**config.mk**
```make
export PLATFORM = sky130hd
export DESIGN_NAME = pcm_frame_clkgen
export DESIGN_NICKNAME = d
export VERILOG_FILES = /design/src/rtl/pcm_clkgen_pkg.sv /design/src/rtl/pcm_bit_divider.sv /design/src/rtl/pcm_frame_seq.sv /design/src/rtl/pcm_tx_shifter.sv /design/src/rtl/pcm_frame_clkgen.sv
export SDC_FILE = /design/constraint.sdc
export NUM_CORES = 1
export LEC_CHECK = 0
export ABC_AREA = 1
export ABC_CLOCK_PERIOD_IN_PS = 2450
export BUFFER_PORTS_ARGS = -buffer_cell sky130_fd_sc_hd__buf_2
export CORE_ASPECT_RATIO = 0.75
export CORE_UTILIZATION = 45
export CTS_BUF_LIST = sky130_fd_sc_hd__clkbuf_8
export CTS_CLUSTER_SIZE = 14
export DETAILED_ROUTE_END_ITERATION = 16
export HOLD_SLACK_MARGIN = 0.1
export PLACE_DENSITY = 0.65
export REMOVE_ABC_BUFFERS = 1
export SLEW_MARGIN = 20
export SYNTH_ARGS = -nofsm -noshare
export SYNTH_HDL_FRONTEND = slang
export SYNTH_HIERARCHICAL = 1
export SYNTH_SLANG_ARGS = --single-unit
```
**constraint.sdc**
```tcl
create_clock -name clk -period 2.45 [get_ports clk]
set_input_delay 0 -clock clk [delete_from_list [all_inputs] [get_ports clk]]
set_output_delay 0 -clock clk [all_outputs]
set_load 0.02 [all_outputs]
```
**src/rtl/pcm_clkgen_pkg.sv**
```systemverilog
package pcm_clkgen_pkg;

  // Last count value of a frame; lengths under two are treated as two.
  function automatic int unsigned frame_last(int unsigned len);
    return (len < 2) ? 1 : len - 1;
  endfunction

  // A quiet window exists only when it is non-empty and fits in the frame.
  function automatic bit window_ok(int unsigned s, int unsigned e, int unsigned len);
    return (s < e) && (e <= len);
  endfunction

  // True when bit period `cnt` falls inside the quiet window.
  function automatic bit in_quiet(int unsigned cnt, int unsigned s, int unsigned e,
                                  int unsigned len);
    return window_ok(s, e, len) && (cnt >= s) && (cnt < e);
  endfunction

endpackage

```
**src/rtl/pcm_bit_divider.sv**
```systemverilog
module pcm_bit_divider #(
  parameter int DIV_W = 8
) (
  input  logic             clk,
  input  logic             rst_n,
  input  logic             run,
  input  logic [DIV_W-1:0] half_len,
  output logic             phase,
  output logic             rise_tick,
  output logic             bit_end
);
  logic [DIV_W-1:0] half_cnt;
  logic             tick;

  assign tick      = run && (half_cnt == half_len);
  assign rise_tick = tick && !phase;
  assign bit_end   = tick && phase;

  always_ff @(posedge clk or negedge rst_n) begin
    if (!rst_n) begin
      half_cnt <= '0;
      phase    <= 1'b0;
    end else if (run) begin
      if (tick) begin
        half_cnt <= '0;
        phase    <= ~phase;
      end else begin
        half_cnt <= half_cnt + 1'b1;
      end
    end
  end


  half_range_chk: assert property (@(posedge clk) disable iff (!rst_n)
    run |-> (half_cnt <= half_len));


  phase_hold_chk: assert property (@(posedge clk) disable iff (!rst_n)
    (run && !tick) |=> $stable(phase));

endmodule

```
**src/rtl/pcm_frame_seq.sv**
```systemverilog
module pcm_frame_seq
  import pcm_clkgen_pkg::*;
#(
  parameter int CNT_W = 8,
  parameter int DIV_W = 8
) (
  input  logic             clk,
  input  logic             rst_n,
  input  logic             bit_end,
  input  logic [DIV_W-1:0] cfg_div,
  input  logic [CNT_W-1:0] cfg_len,
  input  logic [CNT_W-1:0] cfg_start,
  input  logic [CNT_W-1:0] cfg_end,
  input  logic             cfg_fall,
  input  logic             cfg_inv,
  output logic             loaded,
  output logic [DIV_W-1:0] sh_div,
  output logic             sh_fall,
  output logic             sh_inv,
  output logic [CNT_W-1:0] frame_cnt,
  output logic             idle,
  output logic             tx_ok,
  output logic             fsync
);
  logic [CNT_W-1:0] sh_len, sh_start, sh_end;
  logic             wrap, take;

  assign wrap = bit_end && (frame_cnt == CNT_W'(frame_last(32'(sh_len))));
  assign take = !loaded || wrap;

  always_ff @(posedge clk or negedge rst_n) begin
    if (!rst_n) begin
      loaded   <= 1'b0;
      sh_div   <= '0;
      sh_len   <= '0;
      sh_start <= '0;
      sh_end   <= '0;
      sh_fall  <= 1'b0;
      sh_inv   <= 1'b0;
    end else if (take) begin
      loaded   <= 1'b1;
      sh_div   <= cfg_div;
      sh_len   <= cfg_len;
      sh_start <= cfg_start;
      sh_end   <= cfg_end;
      sh_fall  <= cfg_fall;
      sh_inv   <= cfg_inv;
    end
  end

  always_ff @(posedge clk or negedge rst_n) begin
    if (!rst_n)             frame_cnt <= '0;
    else if (wrap)          frame_cnt <= '0;
    else if (bit_end)       frame_cnt <= frame_cnt + 1'b1;
  end

  assign idle  = in_quiet(32'(frame_cnt), 32'(sh_start), 32'(sh_end), 32'(sh_len));
  assign tx_ok = !window_ok(32'(sh_start), 32'(sh_end), 32'(sh_len)) ||
                 (frame_cnt < sh_start);
  assign fsync = (frame_cnt == '0) ^ sh_inv;


  cnt_range_chk: assert property (@(posedge clk) disable iff (!rst_n)
    loaded |-> (32'(frame_cnt) <= frame_last(32'(sh_len))));


  cnt_step_chk: assert property (@(posedge clk) disable iff (!rst_n)
    (loaded && !bit_end) |=> $stable(frame_cnt));


  cfg_hold_chk: assert property (@(posedge clk) disable iff (!rst_n)
    (loaded && !wrap) |=> ($stable(sh_len) && $stable(sh_start) && $stable(sh_end)
                           && $stable(sh_div) && $stable(sh_inv) && $stable(sh_fall)));


  tx_gap_chk: assert property (@(posedge clk) disable iff (!rst_n)
    idle |-> !tx_ok);

endmodule

```
**src/rtl/pcm_tx_shifter.sv**
```systemverilog
module pcm_tx_shifter #(
  parameter int DATA_W = 16
) (
  input  logic              clk,
  input  logic              rst_n,
  input  logic              load,
  input  logic [DATA_W-1:0] word,
  input  logic              edge_evt,
  input  logic              idle,
  input  logic              inv,
  output logic              dout,
  output logic              err
);
  localparam int LEFT_W = $clog2(DATA_W + 1);

  logic [DATA_W-1:0] shreg;
  logic [LEFT_W-1:0] left;
  logic              idle_q;

  always_ff @(posedge clk or negedge rst_n) begin
    if (!rst_n) begin
      shreg  <= '0;
      left   <= '0;
      idle_q <= 1'b0;
      err    <= 1'b0;
    end else begin
      idle_q <= idle;
      if (load) begin
        shreg <= word;
        left  <= LEFT_W'(DATA_W);
        err   <= 1'b0;
      end else begin
        if (edge_evt && (left != '0)) begin
          shreg <= {shreg[DATA_W-2:0], 1'b0};
          left  <= left - 1'b1;
        end
        if (idle && !idle_q && (left != '0)) err <= 1'b1;
      end
    end
  end

  assign dout = ((left != '0) ? shreg[DATA_W-1] : 1'b0) ^ inv;


  left_max_chk: assert property (@(posedge clk) disable iff (!rst_n)
    left <= LEFT_W'(DATA_W));


  left_step_chk: assert property (@(posedge clk) disable iff (!rst_n)
    !load |=> ((left == $past(left)) || (left == $past(left) - 1'b1)));


  err_origin_chk: assert property (@(posedge clk) disable iff (!rst_n)
    $rose(err) |-> ($past(idle) && !$past(idle_q)));

endmodule

```
**src/rtl/pcm_frame_clkgen.sv**
```systemverilog
module pcm_frame_clkgen #(
  parameter int CNT_W  = 8,
  parameter int DIV_W  = 8,
  parameter int DATA_W = 16
) (
  input  logic              clk,
  input  logic              rst_n,
  input  logic [DIV_W-1:0]  cfg_div,
  input  logic [CNT_W-1:0]  cfg_frame_len,
  input  logic [CNT_W-1:0]  cfg_idle_start,
  input  logic [CNT_W-1:0]  cfg_idle_end,
  input  logic              cfg_fall_edge,
  input  logic              cfg_invert,
  input  logic              tx_load,
  input  logic [DATA_W-1:0] tx_word,
  output logic              bclk,
  output logic              fsync,
  output logic [CNT_W-1:0]  frame_cnt,
  output logic              tx_allowed,
  output logic              tx_dout,
  output logic              tx_err
);
  logic             loaded, phase, rise_tick, bit_end, idle;
  logic             sh_fall, sh_inv, edge_evt;
  logic [DIV_W-1:0] sh_div;

  pcm_bit_divider #(.DIV_W(DIV_W)) u_div (
    .clk(clk), .rst_n(rst_n), .run(loaded), .half_len(sh_div),
    .phase(phase), .rise_tick(rise_tick), .bit_end(bit_end)
  );

  pcm_frame_seq #(.CNT_W(CNT_W), .DIV_W(DIV_W)) u_seq (
    .clk(clk), .rst_n(rst_n), .bit_end(bit_end),
    .cfg_div(cfg_div), .cfg_len(cfg_frame_len), .cfg_start(cfg_idle_start),
    .cfg_end(cfg_idle_end), .cfg_fall(cfg_fall_edge), .cfg_inv(cfg_invert),
    .loaded(loaded), .sh_div(sh_div), .sh_fall(sh_fall), .sh_inv(sh_inv),
    .frame_cnt(frame_cnt), .idle(idle), .tx_ok(tx_allowed), .fsync(fsync)
  );

  // Bus-visible clock and the edge the shifter acts on; both vanish in the window.
  assign bclk     = phase & ~idle;
  assign edge_evt = ~idle & (sh_fall ? bit_end : rise_tick);

  pcm_tx_shifter #(.DATA_W(DATA_W)) u_tx (
    .clk(clk), .rst_n(rst_n), .load(tx_load), .word(tx_word),
    .edge_evt(edge_evt), .idle(idle), .inv(sh_inv),
    .dout(tx_dout), .err(tx_err)
  );


  idle_quiet_chk: assert property (@(posedge clk) disable iff (!rst_n)
    (idle && !bit_end) |=> !bclk);

endmodule

```
# Yosys cells after proc, flatten, opt, wreduce, memory -nomap -nowiden
# Cells that the tools add are included.
[op_classes]
n_addsub = 4
mul = 0
div_mod_pow = 0
order_cmp = 6
eq_ne = 2
n_shift = 0
mux = 12
bitwise = 6
n_reduce_logical = 22
[op_table]
columns = ["cell", "n"]
rows = [
  ["$mux W16", 2],
  ["$mux W8", 4],
  ["$lt A8 B8 Y1", 3],
  ["$add A8 B1 Y8 const B", 2],
  ["$eq A8 B8 Y1", 2],
  ["$logic_and A1 B1 Y1", 10],
  ["$mux W5", 2],
  ["$ge A8 B8 Y1", 1],
  ["$le A8 B8 Y1", 1],
  ["$logic_not A8 Y1", 1],
  ["$lt A8 B2 Y1 const B", 1],
  ["$sub A8 B1 Y8 const B", 1],
  ["$reduce_bool A2 Y1", 3],
  ["$reduce_bool A5 Y1", 1],
  ["$sub A5 B1 Y5 const B", 1],
  ["$logic_not A1 Y1", 4],
  ["$mux W1", 4],
  ["$and A1 B1 Y1", 2],
  ["$logic_or A1 B1 Y1", 2],
  ["$not A1 Y1", 2],
  ["$reduce_and A2 Y1", 1],
  ["$xor A1 B1 Y1", 2],
]
[totals]
register_bits = 75
latch_bits = 0
mem_bits_rw = 0
mem_bits_ro = 0
inputBits = 53
out_inout_bits = 13
memories = 0

# Longest topological paths before layout
# Gate-level depths: netlist of run 1.
[depth]
depth_word = 9
ltp_mapped = 18

# By module
# The synthesis of run 1 kept the hierarchy.
[by_module_without_submodules]
columns = ["mod", "n_inst", "cells_each", "area_each_um2", "seq_area_each_um2"]
rows = [
  ["pcm_frame_seq", 1, 376, 2856.5, 1076.0],
  ["pcm_tx_shifter", 1, 147, 1227.4, 575.6],
  ["pcm_bit_divider", 1, 137, 807.0, 225.2],
  ["pcm_frame_clkgen", 1, 8, 32.5, 0.0],
]

# Worst setup path after synthesis of run 1
# Ideal clock, no wire load.
[synth_timing]
path_type = "register to register"
start = "register u_div.half_cnt[0]"
end = "register u_seq.sh_end[0]"
arrival_ns = 2.071
t_required_ns = 2.333
slack_ns = 0.262
stages_incl_launch_ff = 16
synth_period_minus_slack_ns = 2.188
cell_sequence = "dfrtp_1 -> inv_2 -> nand2_1 -> inv_2 -> nor3_2 -> nand3_2 -> nor3_1 -> inv_1 -> a21oi_1 -> nand2_1 -> nor2_1 -> nand3_1 -> buf_6 -> buf_6 -> nand3_1 -> nand2_1"
[synth_between]
elab_chain_cells = 5
[synth_lines]
columns = ["element", "line_no", "rtl"]
rows = [
  ["start: declaration", "pcm_bit_divider.sv:12", "logic [DIV_W-1:0] half_cnt;"],
  ["start signal: assignment", "pcm_bit_divider.sv:28", "half_cnt <= half_cnt + 1'b1;"],
  ["$eq A8 B8 Y1", "pcm_bit_divider.sv:15", "assign tick = run && (half_cnt == half_len);"],
  ["$logic_and A1 B1 Y1", "pcm_bit_divider.sv:15", ""],
  ["$logic_and A1 B1 Y1", "pcm_bit_divider.sv:17", "assign bit_end = tick && phase;"],
  ["net bit_end", "pcm_frame_clkgen.sv:23", "logic loaded, phase, rise_tick, bit_end, idle;"],
  ["$logic_and A1 B1 Y1", "pcm_frame_seq.sv:28", "assign wrap = bit_end && (frame_cnt == CNT_W'(frame_last(32'(sh_len))));"],
  ["$logic_or A1 B1 Y1", "pcm_frame_seq.sv:29", "assign take = !loaded || wrap;"],
  ["end signal: assignment", "pcm_frame_seq.sv:45", "sh_end <= cfg_end;"],
  ["end: declaration", "pcm_frame_seq.sv:25", "logic [CNT_W-1:0] sh_len, sh_start, sh_end;"],
]
# The timed path passes the listed nets, and every way through them passes these cells.
# A chain may end at the register's enable or synchronous reset.

# Worst setup path in the final report of run 1
[layout_timing]
start = "register u_seq.sh_end[1]"
end = "register u_tx.left[1]"
[layout_between]
elab_chain_cells = 8
[layout_lines]
columns = ["element", "line_no", "rtl"]
rows = [
  ["$lt A8 B8 Y1 or $le A8 B8 Y1 (tied branches)", "pcm_clkgen_pkg.sv:10", "return (s < e) && (e <= len);"],
  ["$logic_and A1 B1 Y1", "pcm_clkgen_pkg.sv:10", ""],
  ["$logic_and A1 B1 Y1", "pcm_clkgen_pkg.sv:16", "return window_ok(s, e, len) && (cnt >= s) && (cnt < e);"],
  ["$logic_and A1 B1 Y1 (*)", "pcm_clkgen_pkg.sv:16", ""],
  ["net idle", "pcm_frame_clkgen.sv:23", ""],
  ["$not A1 Y1 (*)", "pcm_frame_clkgen.sv:42", "assign edge_evt = ~idle & (sh_fall ? bit_end : rise_tick);"],
  ["$and A1 B1 Y1 (*)", "pcm_frame_clkgen.sv:42", ""],
  ["net edge_evt", "pcm_frame_clkgen.sv:24", "logic sh_fall, sh_inv, edge_evt;"],
  ["$logic_and A1 B1 Y1 (*)", "pcm_tx_shifter.sv:33", "if (edge_evt && (left != '0)) begin"],
  ["$reduce_bool A2 Y1 (no line) (*)", "--", ""],
  ["end signal: assignment", "pcm_tx_shifter.sv:30", "left <= LEFT_W'(DATA_W);"],
  ["end signal: assignment", "pcm_tx_shifter.sv:35", "left <= left - 1'b1;"],
  ["end: declaration", "pcm_tx_shifter.sv:17", "logic [LEFT_W-1:0] left;"],
]
# The timed path passes the listed nets; every way through them passes the cells marked *.

==> impl_metrics.py, run 1 <==
metrics = {
    "power_and_ir_drop": {
        "p_leak_nw": 3.37,
        "max-vdd-ir-drop_mv": 0.357,
        "power_mw": 3.77,
        "powerDensity_nw_per_um2": 584,
    },
    "synthesis": {
        "ys_top_cells_by_area": "dfrtp_1, nand2_1, ha_1",
        "yosysSeqAreaShare_pct": 38.1,
        "ys_seq_elements": 75,
        "synth_cell_types": 33,
        "synth.avg_cell_area_um2": 7.37,
        "synthCells": 668,
        "ys.warnings.count": 6,
        "netlist.area_leader.share_pct": 38.1,
        "yosys.area.top_type": "dfrtp_1",
        "synthesis.area_um2": 4920,
    },
    "die": {
        "ios": 66,
        "die_area_um2": 11400,
        "core_area_um2": 10500,
        "die_h_um": 92.6,
        "start_util_pct": 47.1,
        "rows": 32,
        "dieWidth_um": 123,
    },
    "clock_tree": {
        "numCtsBuffers": 9,
        "clkTransAtPathRegs_ns": 0.08,
        "clock_sinks": 75,
        "cts_tree": "done",
        "h-tree-depth": 3,
        "cts_max_path_buffers": 2,
        "cts_root_buffer": "clkbuf_8",
        "clk-insertion-delay-late_ns": 0.36,
    },
    "sta": {
        "setup_viol": 0,
        "hold_viol": 0,
        "worstMarginPinSlew_ns": 0.979,
        "slew_violations": 0,
        "fmax_mhz": 436,
        "min_period_ns": 2.29,
        "slew_headroom_pct": 34.8,
        "finalCritPeriodShare_pct": 93.5,
        "timing.hold.ws_ns": 0.331,
        "skew_ns": 0.00905,
    },
    "global_route": {
        "grt_first_pass_wirelength_um": 21500,
        "grt_max_degree": 76,
        "first_global_vias": 4595,
        "grt.total_usage_pct": 24.4,
        "grt_overflow_total": 0,
        "antenna_found_initial": 0,
    },
    "route": {
        "vias": 4869,
        "avgRoutedWirePerCell_um": 14.1,
        "post-route-drc-count": 0,
        "firstDrtPassIters": 5,
        "vias_per_cell": 5.09,
        "wirelength_um": 13500,
        "first_iter_violations": 291,
        "ant_nets": 0,
    },
    "layout": {
        "n_fill_cell": 922,
        "drive_gt1_share_pct": 21.6,
        "nets": 903,
        "syn_to_final_growth_pct": 31.1,
        "diodes": 0,
        "final_core_util_pct": 61.7,
    },
    "placement": {
        "io_buffers": 65,
        "place_congestion": 0.915,
        "hpwl_um": 9020,
    },
    "worst_setup_path": {
        "crit_required_ns": 2.70,
        "cp_slowest_cell": "dfrtp_1",
        "crit_path_max_fanout": 8,
        "worst_path_largest_cell_delay_ns": 0.40,
        "cp_common_cell": "nand2_1",
        "critPathLaunchType": "register",
        "cp-end-kind": "register",
        "path_class": "reg2reg",
        "cp.buffers_inverters": 2,
        "crit_chain": "inv_1 -> ha_1 -> a21boi_2 -> o211ai_1 -> nand2_1 -> nand4_1 -> o211ai_1 -> nor2_2 -> inv_1 -> nand2_1 -> nor2_4 -> nand2_8 -> nand2_8 -> nand2_1 -> o21ai_2",
        "critPathArrivalTime_ns": 2.54,
        "path_delay_family": "simple AND/OR/NAND/NOR gates",
    },
    "run": {
        "cap_violations": 0,
    },
    "status": {
        "status": "completed",
    },
    "hold_path": {
        "hold_class": "in2async",
    },
}
==> synth_stat cells <==
library cell	n
a21boi_0	1
a21oi_1	18
a21oi_2	2
buf_1	4
buf_2	3
buf_4	2
buf_6	10
clkbuf_1	1
clkinv_1	1
clkinv_2	1
conb_1	1
dfrtp_1	75
ha_1	35
inv_1	81
inv_2	8
nand2_1	217
nand2_2	6
nand2_4	2
nand3_1	68
nand3_2	3
nand3b_1	2
nand4_1	9
nor2_1	45
nor2_2	5
nor2_4	1
nor3_1	6
nor3_2	1
o211ai_1	5
o21ai_0	26
o21ai_2	15
o21bai_1	3
xnor2_1	2
xor2_1	9
==> stage by stage <==
| stage | std cells | setup TNS [ns] | worst slack (ns) | area, um^2 |
|---|---|---|---|---|
| global route | 956 | -0.645 | -0.0609 | 6450 |
| finish | 956 | 0 | 0.158 | 6450 |
| floorplan | 648 | -52.16 | -1.24 | 4760 |
| CTS | 951 | 0 | 0.0219 | 6280 |
| detailed placement | 877 | -0.741 | -0.0595 | 5500 |
| global placement | 877 | 0 | 0.0155 | 5500 |
==> worst register-to-register path: stages (launching register included) <==
cell and delay, ns:
dfrtp_1 0.40, inv_1 0.09, ha_1 0.27, a21boi_2 0.15, o211ai_1 0.16, nand2_1 0.10
nand4_1 0.09, o211ai_1 0.13, nor2_2 0.15, inv_1 0.05, nand2_1 0.10, nor2_4 0.08
nand2_8 0.15, nand2_8 0.10, nand2_1 0.11, o21ai_2 0.05
==> placed cells by master, fill, tap and decap left out, types with 2 or more instances in the layout <==
cell type	Yosys	layout
clkinv_2	1	4
clkbuf_8	0	9
a21oi_2	2	5
buf_4	2	28
ha_1	35	32
nand3_2	3	4
inv_1	81	80
nand3b_1	2	2
buf_2	3	64
dfrtp_1	75	74
o21ai_1	0	2
nor2_1	45	42
nand3_1	68	67
o21ai_2	15	16
xnor2_1	2	2
nor2_2	5	7
o21bai_1	3	3
o21ai_0	26	23
dlygate4sd3_1	0	58
buf_12	0	2
nor2_4	1	2
ha_4	0	3
nand2_1	217	214
nor3_2	1	3
nand2_8	0	5
nand2_2	6	10
o211ai_1	5	5
nor3_1	6	4
xor2_1	9	9
nand4_1	9	9
inv_2	8	9
a21oi_1	18	15
clkinvlp_4	0	2
==> routing by layer <==
layer  global-route usage, %  wire (um)  share of wire, %  vias to the layer above
li1                        -          -                 -                     2418
met1                    33.0       6280                47                     2289
met2                    39.2       6270                47                      149
met3                    5.91        797               5.9                       13
met4                    5.59        117              0.87                        0
met5                       0          0                 0                        -
==> worst paths after layout <==
path / from / end / slack, ns / cells after the start
setup / recovery: u_seq/sh_end[1] / u_tx/left[1] / 0.16 / 15
hold / removal: rst_n / u_seq/sh_len[5] / 0.33 / 2
setup reg to reg: u_seq/sh_end[1] / u_tx/left[1] / 0.16 / 15
hold reg to reg: u_tx/left[4] / u_tx/left[4] / 0.50 / 2
max in group asynchronous: rst_n / u_div/half_cnt[5] / 1.47 / 2
min in group clk: cfg_frame_len[7] / u_seq/sh_len[7] / 0.37 / 4
==> report_power, final <==
part / internal [mW] / switching (mW) / leakage [nW]
logic: 0.508 / 0.763 / 2.34
clock network: 0.466 / 0.486 / 0.0950
registers: 1.40 / 0.143 / 0.939
total: 2.38 / 1.39 / 3.37
==> final cells by class <==
type                            instances  area (um^2)  area share, %
Multi-Input combinational cell        486         2720           42.1
Sequential cell                        75         1880           29.1
Timing Repair Buffer                  152         1150           17.8
Inverter                               91          343           5.31
Tap cell                              136          170           2.64
Clock buffer                            9          124           1.92
Clock inverter                          7         68.8           1.07
==> sequential cells by signal, indices dropped and copies added, names as in the netlist, 5 cells and up <==
signal and flops:
u_tx/shreg 16, u_div/half_cnt 8, u_seq/frame_cnt 8, u_seq/sh_div 8
u_seq/sh_end 8, u_seq/sh_len 8, u_seq/sh_start 8, u_tx/left 5
==> timing repair <==
action / 4_1_cts / 5_1_grt
hold endpoints to repair: 126 / 0
setup buffers: 0 / 1
endpoints found under the setup margin: 18 / 63
gates cloned: 0 / 4
pin swaps: 0 / 7
gates resized for setup: 1 / 28
hold buffers: 58 / 0
==> cells by family after synthesis <==
group,Yosys count,share of synthesized area [%]
buf+inv,111,10.2
flops,75,38.1
simple gates,365,31.8
xor+xnor,11,1.96
compound gates,70,8.87
other cells,1,0.0762
fa+ha+maj,35,8.89
No activity file was read; power rests on OpenSTA's default activity.
==> run 2: changes to the inputs <==
ABC_CLOCK_PERIOD_IN_PS = 2900   (was 2450)
clock period = 2.9 ns   (was 2.45 ns; I/O delays follow)
==> impl_metrics.py, run 2 (synthesized netlist as in run 1, its figures left out) <==
metrics = {
    "route": {
        "vias_per_cell": 4.91,
        "avgRoutedWirePerCell_um": 13.3,
        "firstDrtPassIters": 4,
        "vias": 4531,
        "post-route-drc-count": 0,
        "ant_nets": 0,
        "wirelength_um": 12300,
        "first_iter_violations": 240,
    },
    "clock_tree": {
        "numCtsBuffers": 9,
        "cts_root_buffer": "clkbuf_8",
        "clock_sinks": 75,
        "clkTransAtPathRegs_ns": 0.09,
        "h-tree-depth": 3,
        "post-cts-setup-buffer-count": 0,
        "clk-insertion-delay-late_ns": 0.36,
        "cts_tree": "done",
        "cts_max_path_buffers": 2,
    },
    "layout": {
        "largest-register": "u_tx/shreg",
        "drive_gt1_share_pct": 16.9,
        "final_cell_mix": "nand2_1, inv_1, dfrtp_1",
        "largest_register_ffs": 16,
        "nets": 871,
        "diodes": 0,
        "syn_to_final_growth_pct": 22.7,
        "layout_commonest_cell": "nand2_1",
    },
    "worst_setup_path": {
        "crit_required_ns": 3.19,
        "critPathLaunchType": "register",
        "cp_common_cell": "nand2_1",
        "cp-end-kind": "register",
        "crit_chain": "ha_1 -> a21oi_1 -> o21ai_0 -> nand2_1 -> o211ai_1 -> o211ai_1 -> nor2_2 -> inv_1 -> nand2_1 -> nor2_2 -> nand2_4 -> nand2_8 -> nand2_1 -> o21ai_2",
        "critPathArrivalTime_ns": 2.83,
        "cp_slowest_cell": "dfrtp_1",
        "crit_path_max_fanout": 32,
        "path_class": "reg2reg",
        "worst_path_largest_cell_delay_ns": 0.51,
    },
    "power_and_ir_drop": {
        "internal_power_mw": 1.96,
        "max-vdd-ir-drop_mv": 0.341,
        "sw_frac_of_total_pct": 35.9,
        "power_mw": 3.06,
        "sequentialPowerShare_pct": 43.3,
        "power_switching_mw": 1.10,
        "p_leak_nw": 3.22,
        "power.share.clock_pct": 26.5,
        "powerDensity_nw_per_um2": 507,
        "comb_power_share_pct": 30.3,
    },
    "global_route": {
        "grt_overflow_total": 0,
        "antenna_found_initial": 0,
        "grt_max_degree": 76,
        "grt.total_usage_pct": 23.5,
        "first_global_vias": 4558,
        "grt_first_pass_wirelength_um": 20900,
    },
    "run": {
        "cap_violations": 0,
    },
    "sta": {
        "finalCritPeriodShare_pct": 87.6,
        "fmax_mhz": 394,
        "hold_viol": 0,
        "slew_headroom_pct": 37.4,
        "slew_violations": 0,
        "setup_viol": 0,
        "skew_ns": 0.0149,
        "rsz0062_at_grt": "false",
        "tns_ns": 0,
        "min_period_ns": 2.54,
        "worstMarginPinSlew_ns": 0.939,
    },
    "die": {
        "start_util_pct": 47.1,
        "die_area_um2": 11400,
        "die_h_um": 92.6,
        "rows": 32,
        "core_area_um2": 10500,
        "dieWidth_um": 123,
        "ios": 66,
    },
    "placement": {
        "io_buffers": 65,
        "hpwl_um": 8550,
        "place_congestion": 0.895,
    },
    "hold_path": {
        "hold_class": "in2reg",
    },
    "status": {
        "status": "completed",
    },
}
==> run 2: cell count changes in the layout (fill, tap and decap cells not counted), sizes merged <==
cell | before | now
buf | 94 | 73
dlygate4sd3 | 58 | 51
nand2 | 229 | 225
clkinv | 6 | 4
clkbuf | 9 | 10
clkinvlp | 2 | 1
inv | 89 | 90
==> run 2: area by class of cell <==
| type | instances | area [um^2] |
|---|---|---|
| repair buffers | 124 | 898 |
| flip-flops and latches | 75 | 1880 |
| fillers | 965 | 4410 |
| clock inverters | 5 | 55.1 |
| clock buffers | 10 | 138 |
| inverters | 91 | 343 |
| well taps | 136 | 170 |
| multi-input cells | 482 | 2560 |
==> run 2: power groups by stage <==
stage          registers, mW  clock network [mW]  logic [mW]
3_3_place_gp            1.34                   0       0.844
3_5_place_dp            1.34                   0       0.866
6_report                1.33               0.810       0.928
5_1_grt                 1.35               0.881        1.07
4_1_cts                 1.32               0.842       0.924
2_1_floorplan           1.31                   0       0.634
==> run 2: metrics by stage <==
stage / setup WS, ns / cell area, um^2 / utilization, % / hold WS (ns) / std cells
floorplan: -0.793 / 4760 / - / -0.296 / 648
global placement: 0.356 / 5320 / 50.9 / 0.194 / 857
global route: 0.122 / 6040 / 57.8 / 0.175 / 923
detailed placement: 0.242 / 5320 / 50.9 / 0.199 / 857
CTS: 0.220 / 6020 / 57.6 / 0.121 / 923
finish: 0.359 / 6040 / 57.8 / 0.141 / 923
==> run 2: path summary, 6_finish.rpt <==
check	startpoint	to	slack, ns	cells past startpoint
setup / recovery	u_seq/frame_cnt[1]	u_tx/shreg[5]	0.36	14
hold / removal	tx_load	u_tx/err	0.14	2
setup reg to reg	u_seq/frame_cnt[1]	u_tx/shreg[5]	0.36	14
hold reg to reg	u_tx/left[4]	u_tx/left[4]	0.48	2
max in group asynchronous	rst_n	u_seq/sh_start[2]	1.97	2
min in group asynchronous	rst_n	u_seq/frame_cnt[0]	0.33	2
==> run 2: critical path, delay by kind of cell (launching register included) <==
| kind | cells | cell delay (ns) |
|---|---|---|
| AND/OR/NAND/NOR | 7 | 0.84 |
| AO/OA/AOI/OAI | 5 | 0.65 |
| flip-flops | 1 | 0.51 |
| adder cells (fa/ha/maj) | 1 | 0.37 |
| buffers and inverters | 1 | 0.06 |
==> run 2: metal layers <==
layer | track usage, % | vias up | wire (um)
met1 | 31.4 | 2071 | 5880
met4 | 6.61 | 0 | 165
met3 | 5.17 | 18 | 570
li1 | - | 2347 | -
met2 | 38.1 | 95 | 5640
met5 | 0 | - | 0
==> run 2: timing repair <==
item	in CTS	in global routing
endpoints found under the setup margin	0	12
resized for setup	0	3
hold endpoints to repair	125	0
hold buffers	51	0
